## src/rtl/autopoll_pkg.sv

```systemverilog
package autopoll_pkg;
  // Which event produced the pending poll.
  typedef enum logic [1:0] {
    SRC_NONE  = 2'd0,
    SRC_SRQ   = 2'd1,
    SRC_DONE  = 2'd2,
    SRC_START = 2'd3
  } poll_src_e;
endpackage

```

## src/rtl/ap_cmd_decode.sv

```systemverilog
module ap_cmd_decode #(
  parameter int NADDR      = 16,
  parameter int CMD_W      = 8,
  parameter int TALK0_CODE = 12
) (
  input  logic [CMD_W-1:0]         cmd,
  input  logic [NADDR-1:0]         en_mask,
  output logic [$clog2(NADDR)-1:0] cmd_addr,
  output logic                     keep_polling
);
  localparam int AW  = $clog2(NADDR);
  localparam int OPW = CMD_W - AW;

  logic [OPW-1:0] op;
  logic           is_talk0;
  logic           addr_en;

  assign cmd_addr     = cmd[CMD_W-1 -: AW];
  assign op           = cmd[OPW-1:0];
  assign is_talk0     = (op == OPW'(TALK0_CODE));
  assign addr_en      = en_mask[cmd_addr];
  assign keep_polling = is_talk0 && addr_en;
endmodule

```

## src/rtl/ap_target_pick.sv

```systemverilog
module ap_target_pick #(
  parameter int NADDR = 16
) (
  input  logic [NADDR-1:0]         en_mask,
  input  logic [$clog2(NADDR)-1:0] ref_addr,
  output logic                     any_en,
  output logic [$clog2(NADDR)-1:0] lowest,
  output logic [$clog2(NADDR)-1:0] next_tgt
);
  localparam int AW = $clog2(NADDR);

  logic [NADDR-1:0] above;
  logic [AW-1:0]    above_lo;
  logic             has_above;

  // Per-address qualifier: enabled and strictly above the reference.
  for (genvar g = 0; g < NADDR; g++) begin : g_above
    assign above[g] = en_mask[g] && (g > int'(ref_addr));
  end

  always_comb begin
    lowest = '0;
    for (int i = NADDR - 1; i >= 0; i--) begin
      if (en_mask[i]) lowest = AW'(i);
    end
  end

  always_comb begin
    above_lo = '0;
    for (int i = NADDR - 1; i >= 0; i--) begin
      if (above[i]) above_lo = AW'(i);
    end
  end

  assign any_en    = |en_mask;
  assign has_above = |above;
  assign next_tgt  = has_above ? above_lo : lowest;
endmodule

```

## src/rtl/ap_poll_issue.sv

```systemverilog
module ap_poll_issue
  import autopoll_pkg::*;
#(
  parameter int NADDR      = 16,
  parameter int CMD_W      = 8,
  parameter int TALK0_CODE = 12
) (
  input  logic                     clk,
  input  logic                     rst_n,
  input  poll_src_e                req_src,
  input  logic [$clog2(NADDR)-1:0] req_addr,
  input  logic                     req_head,
  input  logic                     out_ready,
  output logic                     out_valid,
  output logic [CMD_W-1:0]         out_cmd,
  output logic                     out_head
);
  localparam int AW  = $clog2(NADDR);
  localparam int OPW = CMD_W - AW;

  logic slot_free;
  logic load;

  assign slot_free = !out_valid || out_ready;
  assign load      = slot_free && (req_src != SRC_NONE);

  always_ff @(posedge clk or negedge rst_n) begin
    if (!rst_n) begin
      out_valid <= 1'b0;
      out_cmd   <= '0;
      out_head  <= 1'b0;
    end else if (load) begin
      out_valid <= 1'b1;
      out_cmd   <= {req_addr, OPW'(TALK0_CODE)};
      out_head  <= req_head;
    end else if (slot_free) begin
      out_valid <= 1'b0;
    end
  end
endmodule

```

## src/rtl/autopoll_sched.sv

```systemverilog
module autopoll_sched
  import autopoll_pkg::*;
#(
  parameter int NADDR      = 16,
  parameter int CMD_W      = 8,
  parameter int TALK0_CODE = 12
) (
  input  logic             clk,
  input  logic             rst_n,
  input  logic [NADDR-1:0] poll_mask,
  input  logic [CMD_W-1:0] last_cmd,
  input  logic             srq_evt,
  input  logic             done_evt,
  input  logic             start_evt,
  input  logic             queue_empty,
  input  logic             poll_ready,
  output logic             poll_valid,
  output logic [CMD_W-1:0] poll_cmd,
  output logic             poll_head,
  output logic             keep_polling
);
  localparam int AW = $clog2(NADDR);

  logic [NADDR-1:0] eff_mask;
  logic [AW-1:0]    cmd_addr;
  logic             any_en;
  logic [AW-1:0]    lowest;
  logic [AW-1:0]    next_tgt;
  poll_src_e        src;
  logic [AW-1:0]    tgt;
  logic             head;

  // Address 0 is never a poll target.
  assign eff_mask = {poll_mask[NADDR-1:1], 1'b0};

  ap_cmd_decode #(
    .NADDR(NADDR), .CMD_W(CMD_W), .TALK0_CODE(TALK0_CODE)
  ) u_dec (
    .cmd          (last_cmd),
    .en_mask      (eff_mask),
    .cmd_addr     (cmd_addr),
    .keep_polling (keep_polling)
  );

  ap_target_pick #(.NADDR(NADDR)) u_pick (
    .en_mask  (eff_mask),
    .ref_addr (cmd_addr),
    .any_en   (any_en),
    .lowest   (lowest),
    .next_tgt (next_tgt)
  );

  // Event priority: service request, then completion, then start.
  always_comb begin
    src  = SRC_NONE;
    tgt  = lowest;
    head = 1'b0;
    if (srq_evt && any_en) begin
      src  = SRC_SRQ;
      tgt  = next_tgt;
      head = 1'b1;
    end else if (done_evt && keep_polling && queue_empty) begin
      src = SRC_DONE;
    end else if (start_evt && queue_empty && any_en) begin
      src = SRC_START;
    end
  end

  ap_poll_issue #(
    .NADDR(NADDR), .CMD_W(CMD_W), .TALK0_CODE(TALK0_CODE)
  ) u_issue (
    .clk       (clk),
    .rst_n     (rst_n),
    .req_src   (src),
    .req_addr  (tgt),
    .req_head  (head),
    .out_ready (poll_ready),
    .out_valid (poll_valid),
    .out_cmd   (poll_cmd),
    .out_head  (poll_head)
  );
endmodule

```

## config.mk

```make
export PLATFORM = sky130hd
export DESIGN_NAME = autopoll_sched
export DESIGN_NICKNAME = d
export VERILOG_FILES = /design/src/rtl/autopoll_pkg.sv /design/src/rtl/ap_cmd_decode.sv /design/src/rtl/ap_target_pick.sv /design/src/rtl/ap_poll_issue.sv /design/src/rtl/autopoll_sched.sv
export SDC_FILE = /design/constraint.sdc
export NUM_CORES = 1
export LEC_CHECK = 0
export BUFFER_PORTS_ARGS = -buffer_cell sky130_fd_sc_hd__buf_2
export CORE_ASPECT_RATIO = 1.1
export CORE_MARGIN = 3
export CORE_UTILIZATION = 30
export DETAILED_ROUTE_END_ITERATION = 10
export GPL_TIMING_DRIVEN = 0
export SLEW_MARGIN = 30
export SYNTH_ARGS = -nofsm -noshare
export SYNTH_HDL_FRONTEND = slang
export SYNTH_HIERARCHICAL = 1
export SYNTH_SLANG_ARGS = --single-unit
```

## constraint.sdc

```tcl
create_clock -name clk -period 1.6 [get_ports clk]
set_clock_uncertainty 0.2 [all_clocks]
set_input_delay 0.24 -clock clk [delete_from_list [all_inputs] [get_ports clk]]
set_output_delay 0.24 -clock clk [all_outputs]
set_load 0.005 [all_outputs]
```

==> results of run 1 <==
==> flip-flops by register name, indices dropped and copies added (netlist names) <==
signal,cells
u_issue/out_valid,1
u_issue/out_head,1
u_issue/out_cmd,5
==> worst max-delay path, cell delays in order <==
cell	delay (ns)
buf_4	0.12
buf_6	0.16
and2b_4	0.21
o211ai_1	0.29
nand4_1	0.18
nor2_2	0.19
and3_2	0.20
a311oi_1	0.05
mux2_4	0.28
mux2_4	0.25
==> what timing repair did <==
item,in CTS,in global routing
setup endpoints to repair,8,8
pin swaps,12,13
hold buffers,1,0
gates cloned,1,0
buffers inserted,5,5
hold endpoints to repair,7,0
resized for setup,21,21
==> synth_stat cells (all sizes together) (7+ instances only) <==
master	count	area share, %
a21oi	9	4.5
buf	13	9.3
dfrtp	7	14
inv	7	2.1
mux2	10	10
nand2	16	6.0
nand3	7	2.8
nor2	16	5.2
o21ai	8	3.2
==> routing by layer <==
layer,wire length [um],GRT usage (%),vias to the layer above
met5,0,0,-
met1,1650,17.6,620
met2,1740,23.6,49
li1,-,-,697
met4,42,6.08,0
met3,186,0.765,6
==> area by class of cell <==
| cell class | instances | area [um2] | area share, % |
|---|---|---|---|
| Multi-Input combinational cell | 136 | 1070 | 57.9 |
| Timing Repair Buffer | 49 | 330 | 17.9 |
| Sequential cell | 7 | 175 | 9.52 |
| Buffer | 12 | 133 | 7.21 |
| Tap cell | 52 | 65.1 | 3.54 |
| Clock buffer | 4 | 45.0 | 2.45 |
| Inverter | 7 | 26.3 | 1.43 |
==> path summary, 6_finish.rpt <==
kind                                                startpoint                             end  depth (start not counted)
max in group asynchronous                                rst_n  u_issue/out_cmd[7]$_DFFE_PN0P_                          2
worst min register to register  u_issue/out_cmd[3]$_DFFE_PN0P_  u_issue/out_cmd[3]$_DFFE_PN0P_                          1
worst min-delay path                                poll_ready   u_issue/out_valid$_DFFE_PN0P_                          2
min in group asynchronous                                rst_n    u_issue/out_head$_DFFE_PN0P_                          2
worst max-delay path                               last_cmd[6]  u_issue/out_cmd[4]$_DFFE_PN0P_                         10
worst max register to register   u_issue/out_valid$_DFFE_PN0P_  u_issue/out_cmd[6]$_DFFE_PN0P_                          2
==> cell families after synthesis <==
kind of cell / Yosys count
buf+inv: 20
compound gates: 50
mux: 15
other cells: 2
simple gates: 64
flops: 7
==> power groups by stage <==
stage	Sequential, mW	Combinational [mW]	Clock [mW]
global route	0.225	0.516	0.256
floorplan	0.225	0.267	0
CTS	0.222	0.438	0.254
global placement	0.223	0.402	0
finish	0.221	0.476	0.246
detailed placement	0.224	0.404	0
==> impl_metrics.tcl, run 1 <==
set metrics [dict create \
    start_kind "input port" \
    p_comb_share_pct 50.5 \
    cts_tree "yes" \
    stdcell_area_um2 1840 \
    grt_use_total_pct 13.8 \
    hold_viol 0 \
    drc 0 \
    cts_root_buf "clkbuf_8" \
    cp_max_fo 10 \
    yosysSeqAreaShare_pct 13.9 \
    place_area_um2 1560 \
    gr-total-overflow 0 \
    powerDensity_nw_per_um2 512 \
    critPathKind "input port to flip-flop" \
    drt-pass1-iter-count 4 \
    holdCritPathClass "input port to flip-flop" \
    grt_max_degree 11 \
    die_h_um 73.9 \
    dieArea_um2 5010 \
    clock_latency_ns 0.23 \
    synth-simple-area-share_pct 28.1 \
    ys_warn_count 6 \
    synthCells 158 \
    synthToLayoutAreaGrowth_pct 46.4 \
    vias 1372 \
    gp_congestion 0.866 \
    grt_pass1_wl_um 5400 \
    io_buffers 37 \
    avgSynthCellArea_um2 7.96 \
    fmax_mhz 445 \
    synth_async_sr_flop_share_pct 100 \
    synth_seq_cells 7 \
    finalWirelength_um 3620 \
    seq_power_share_pct 23.5 \
    preCtsSetupSlack_ns -1.02 \
    pin_count 42 \
    dp_cells 252 \
    synth_xor_area_share_pct 0 \
    drv_slew 0 \
    p_switching_uw 304 \
    cts.clk_slew.worst_paths_ns 0.04 \
    synth_edf_count 0 \
    start_util_pct 31.5 \
    fp-row-count 24 \
    core-area_um2 3990 \
    drive_above_1_share_pct 50.2 \
    status "finished with violations" \
    clock_path_buffers 2 \
    p_sw_share_pct 32.2 \
    cts_made_buffers 3 \
    synth_fa_ha_area_share_pct 0 \
    synth_cell_types 55 \
    fin_util_pct 46.1 \
    finalPower_uw 943 \
    crit_path_end_kind "flip-flop" \
    antenna_left 0 \
    synthMuxAreaShare_pct 16.4 \
    h-tree-depth 1 \
    netlist_area_um2 1260 \
    peakVddDrop_uv 166 \
    clock-sinks 7 \
    drv_cap 0 \
    holdWs_ns 0.0126 \
    nNetsFinal 247 \
    layout_common_cells "buf_2, buf_4, nand2_1" \
    synth_top_family_by_area "compound AO/OA/AOI/OAI gates" \
    drt-vias-per-instance 5.14 \
    leakagePower_nw 0.832 \
    routedWlPerCell_um 13.5 \
    drt_iter0_drc 39 \
    report.final.setup_viol 8 \
    min_period_ns 2.25 \
    die_w_um 67.7 \
    intPower_uw 639 \
    rsz0062_at_grt "true" \
    diodes 0 \
    violations "setup timing" \
    instances_no_fill 267 \
    synth_compound_area_share_pct 29.7 \
    post-route-period-util_pct 140 \
    final_common_cell "buf_2" \
    required_ns 1.51 \
    power_frac_clock_pct 26.1 \
    synth_top_flop_cell "dfrtp_1" \
    r2r_slack_ns 0.24 \
    worst_slack_ns -0.647 \
    dp.final_hpwl_um 2710 \
    grt_pass1_vias 1181 \
    nFillCells 404 \
    finalSetupTns_ns -4.00 \
    antenna_found_initial 0 \
    arrival_ns 2.16 \
]
(Power assumes the default switching activity.)
==> run 2, diff against run 1 <==
--- a/config.mk
+++ b/config.mk
@@ -14,5 +14,4 @@
 export SLEW_MARGIN = 30
 export SYNTH_ARGS = -nofsm -noshare
 export SYNTH_HDL_FRONTEND = slang
-export SYNTH_HIERARCHICAL = 1
 export SYNTH_SLANG_ARGS = --single-unit
==> constraint.sdc (replaced) <==
create_clock -name clk -period 2.1 [get_ports clk]
set_clock_uncertainty 0.2 [all_clocks]
set_input_delay 0.315 -clock clk [delete_from_list [all_inputs] [get_ports clk]]
set_output_delay 0.315 -clock clk [all_outputs]
set_load 0.005 [all_outputs]
==> impl_metrics.tcl, run 2 <==
set metrics [dict create \
    powerDensity_nw_per_um2 420 \
    critPathKind "input port to flip-flop" \
    synth_cell_types 52 \
    synth_top_flop_cell "dfrtp_1" \
    io_buffers 35 \
    violations "setup timing" \
    start_util_pct 31.3 \
    multi_input_area_um2 947 \
    instances_no_fill 237 \
    die_w_um 65.1 \
    gr-total-overflow 0 \
    clock_latency_ns 0.23 \
    yosysSeqAreaShare_pct 15.2 \
    diodes 0 \
    fmax_mhz 460 \
    gp_congestion 0.856 \
    cp_max_fo 5 \
    synth_seq_cells 7 \
    min_to "u_issue.out_valid$_DFFE_PN0P_" \
    drv_cap 0 \
    netlist_top_cells_count "nor2_1, a21oi_1, inv_1" \
    status "finished with violations" \
    netlist_area_um2 1150 \
    routedWlPerCell_um 14.4 \
    crit_buf_inv 3 \
    largest_register_ffs 5 \
    required_ns 2.01 \
    cts.clk_slew.worst_paths_ns 0.04 \
    largestRegisters "u_issue.out_cmd: 5 flops, u_issue.out_head: 1 flops, u_issue.out_valid: 1 flops" \
    critPathSlowestCell "mux4_2" \
    grt_pass1_wl_um 5710 \
    min_period_ns 2.17 \
    synthToLayoutAreaGrowth_pct 39.4 \
    ys_warn_count 0 \
    cts_tree "yes" \
    synth_async_sr_flop_share_pct 100 \
    critPathMostFrequentCell "buf_4" \
    drt-pass1-iter-count 4 \
    path_delay_family "compound AO/OA/AOI/OAI gates" \
    rsz0062_at_grt "true" \
    yosysTopAreaCell "dfrtp_1" \
    clock_path_buffers 2 \
    dp.final_hpwl_um 2660 \
    start_kind "input port" \
    drc 0 \
    arrival_ns 2.09 \
    pin_count 42 \
    ff_latch_area_um2 175 \
    avgSynthCellArea_um2 8.01 \
    synth_top_area_share_pct 15.2 \
    dp_cells 230 \
    finalWirelength_um 3410 \
    slew_headroom_pct 64.5 \
    cts_made_buffers 3 \
    crit_path_end_kind "flip-flop" \
    path_cells "buf_12 -> mux4_2 -> a21oi_2 -> a31oi_2 -> a211oi_2 -> buf_4 -> o41ai_4 -> buf_4 -> or2_4" \
    largest_register "u_issue.out_cmd" \
    nNetsFinal 219 \
    nFillCells 392 \
    dieArea_um2 4630 \
    netlist_top_cells_area "dfrtp_1, a21oi_1, mux4_1, buf_4, mux2_2" \
    fp-row-count 23 \
    slowest_delay_ns 0.52 \
    antenna_found_initial 0 \
    r2r_slack_ns 0.35 \
    synth_most_common_cell "nor2_1" \
    tightest_slew_ns 0.530 \
    cts_root_buf "clkbuf_8" \
    vias 1313 \
    drive_above_1_share_pct 43.3 \
    reg2regPathDepth 4 \
    report.final.setup_viol 7 \
    grt_max_degree 11 \
    clock-sinks 7 \
    r2r_start "u_issue.out_valid$_DFFE_PN0P_" \
    layout_common_cells "buf_2, nor2_1, a21oi_1" \
    synth_edf_count 0 \
    die_h_um 71.0 \
    grt_pass1_vias 1217 \
    hold_viol 0 \
    drv_slew 0 \
    synthCells 144 \
    preCtsSetupSlack_ns -0.384 \
    h-tree-depth 1 \
    worst_slack_ns -0.0743 \
    leakagePower_nw 0.684 \
    drt-vias-per-instance 5.54 \
    peakVddDrop_uv 155 \
    core-area_um2 3680 \
    post-route-period-util_pct 104 \
    r2r-end "u_issue.out_cmd[4]$_DFFE_PN0P_" \
    holdPathStages 2 \
    final_common_cell "buf_2" \
    hp-start "done_evt" \
    holdCritPathClass "input port to flip-flop" \
    antenna_left 0 \
    grt_use_total_pct 15.1 \
    drt_iter0_drc 61 \
]
==> run 2: cell types whose count changed after synthesis, sizes merged, moves of 3 or more <==
cell and delta:
a21boi -3, o32ai +3, nand2b +6, mux2 -6, and2b -4, or4 +3
nor2 -4, nand3 -6, nand2 -12
==> run 2: area by class of cell <==
| cell class | instances | share of cell area (%) |
|---|---|---|
| well taps | 50 | 3.89 |
| flip-flops and latches | 7 | 10.9 |
| repair buffers | 38 | 16.3 |
| clock buffers | 4 | 2.80 |
| plain buffers | 11 | 5.37 |
| multi-input cells | 119 | 58.9 |
| inverters | 8 | 1.87 |
==> run 2: how the worst max path moves through the flow <==
stage / from / to / cells after the start
6_report: last_cmd[5] / u_issue.out_cmd[3]$_DFFE_PN0P_ / 9
5_1_grt: last_cmd[5] / u_issue.out_cmd[3]$_DFFE_PN0P_ / 9
4_1_cts: last_cmd[5] / u_issue.out_cmd[6]$_DFFE_PN0P_ / 9
3_5_place_dp: last_cmd[5] / u_issue.out_cmd[4]$_DFFE_PN0P_ / 7
3_3_place_gp: last_cmd[5] / u_issue.out_cmd[4]$_DFFE_PN0P_ / 7
2_1_floorplan: last_cmd[6] / u_issue.out_cmd[4]$_DFFE_PN0P_ / 8
==> run 2: stage by stage <==
stage	power, mW	area (um2)	TNS (ns)	utilization [%]	hold slack, ns
3_3_place_gp	0.457	1450	-2.43	39.3	-0.0461
2_1_floorplan	0.352	1210	-0.162	-	-0.181
4_1_cts	0.674	1590	-0.954	43.1	0.166
5_1_grt	0.724	1610	-0.862	43.6	0.184
3_5_place_dp	0.455	1450	-2.45	39.3	-0.0426
6_report	0.675	1610	-0.493	43.6	0.167
==> run 2: per-layer routing <==
layer  vias to the layer above  part of all wire (%)  wire [um]  track usage (%)
met4                         0                  0.32         11             3.46
met5                         -                     0          0                0
met1                       621                    47       1590             21.7
met2                        43                    48       1620             23.2
met3                         2                   5.4        185             3.02
li1                        647                     -          -                -
==> run 2: report_power, final <==
part	switching, mW	internal (mW)
registers	0.0101	0.157
clock network	0.0573	0.131
logic	0.156	0.164
==> run 2: kinds of logic (layout without fill, tap and decap cells) <==
logic type,count (synthesis),after routing,synth area share [%]
multiplexers,7,7,9.33
flip-flops,7,7,15.2
AND/OR/NAND/NOR,49,49,24.4
buffers and inverters,19,61,9.22
other,1,2,0.325
AO/OA/AOI/OAI,61,61,41.5
==> run 2: repair_timing <==
item | CTS | global route
resized for setup | 24 | 8
buffers inserted | 2 | 1
hold buffers | 1 | 0
endpoints found under the hold margin | 7 | 0
pin swaps | 4 | 4
setup endpoints to repair | 7 | 7
gates cloned | 0 | 0
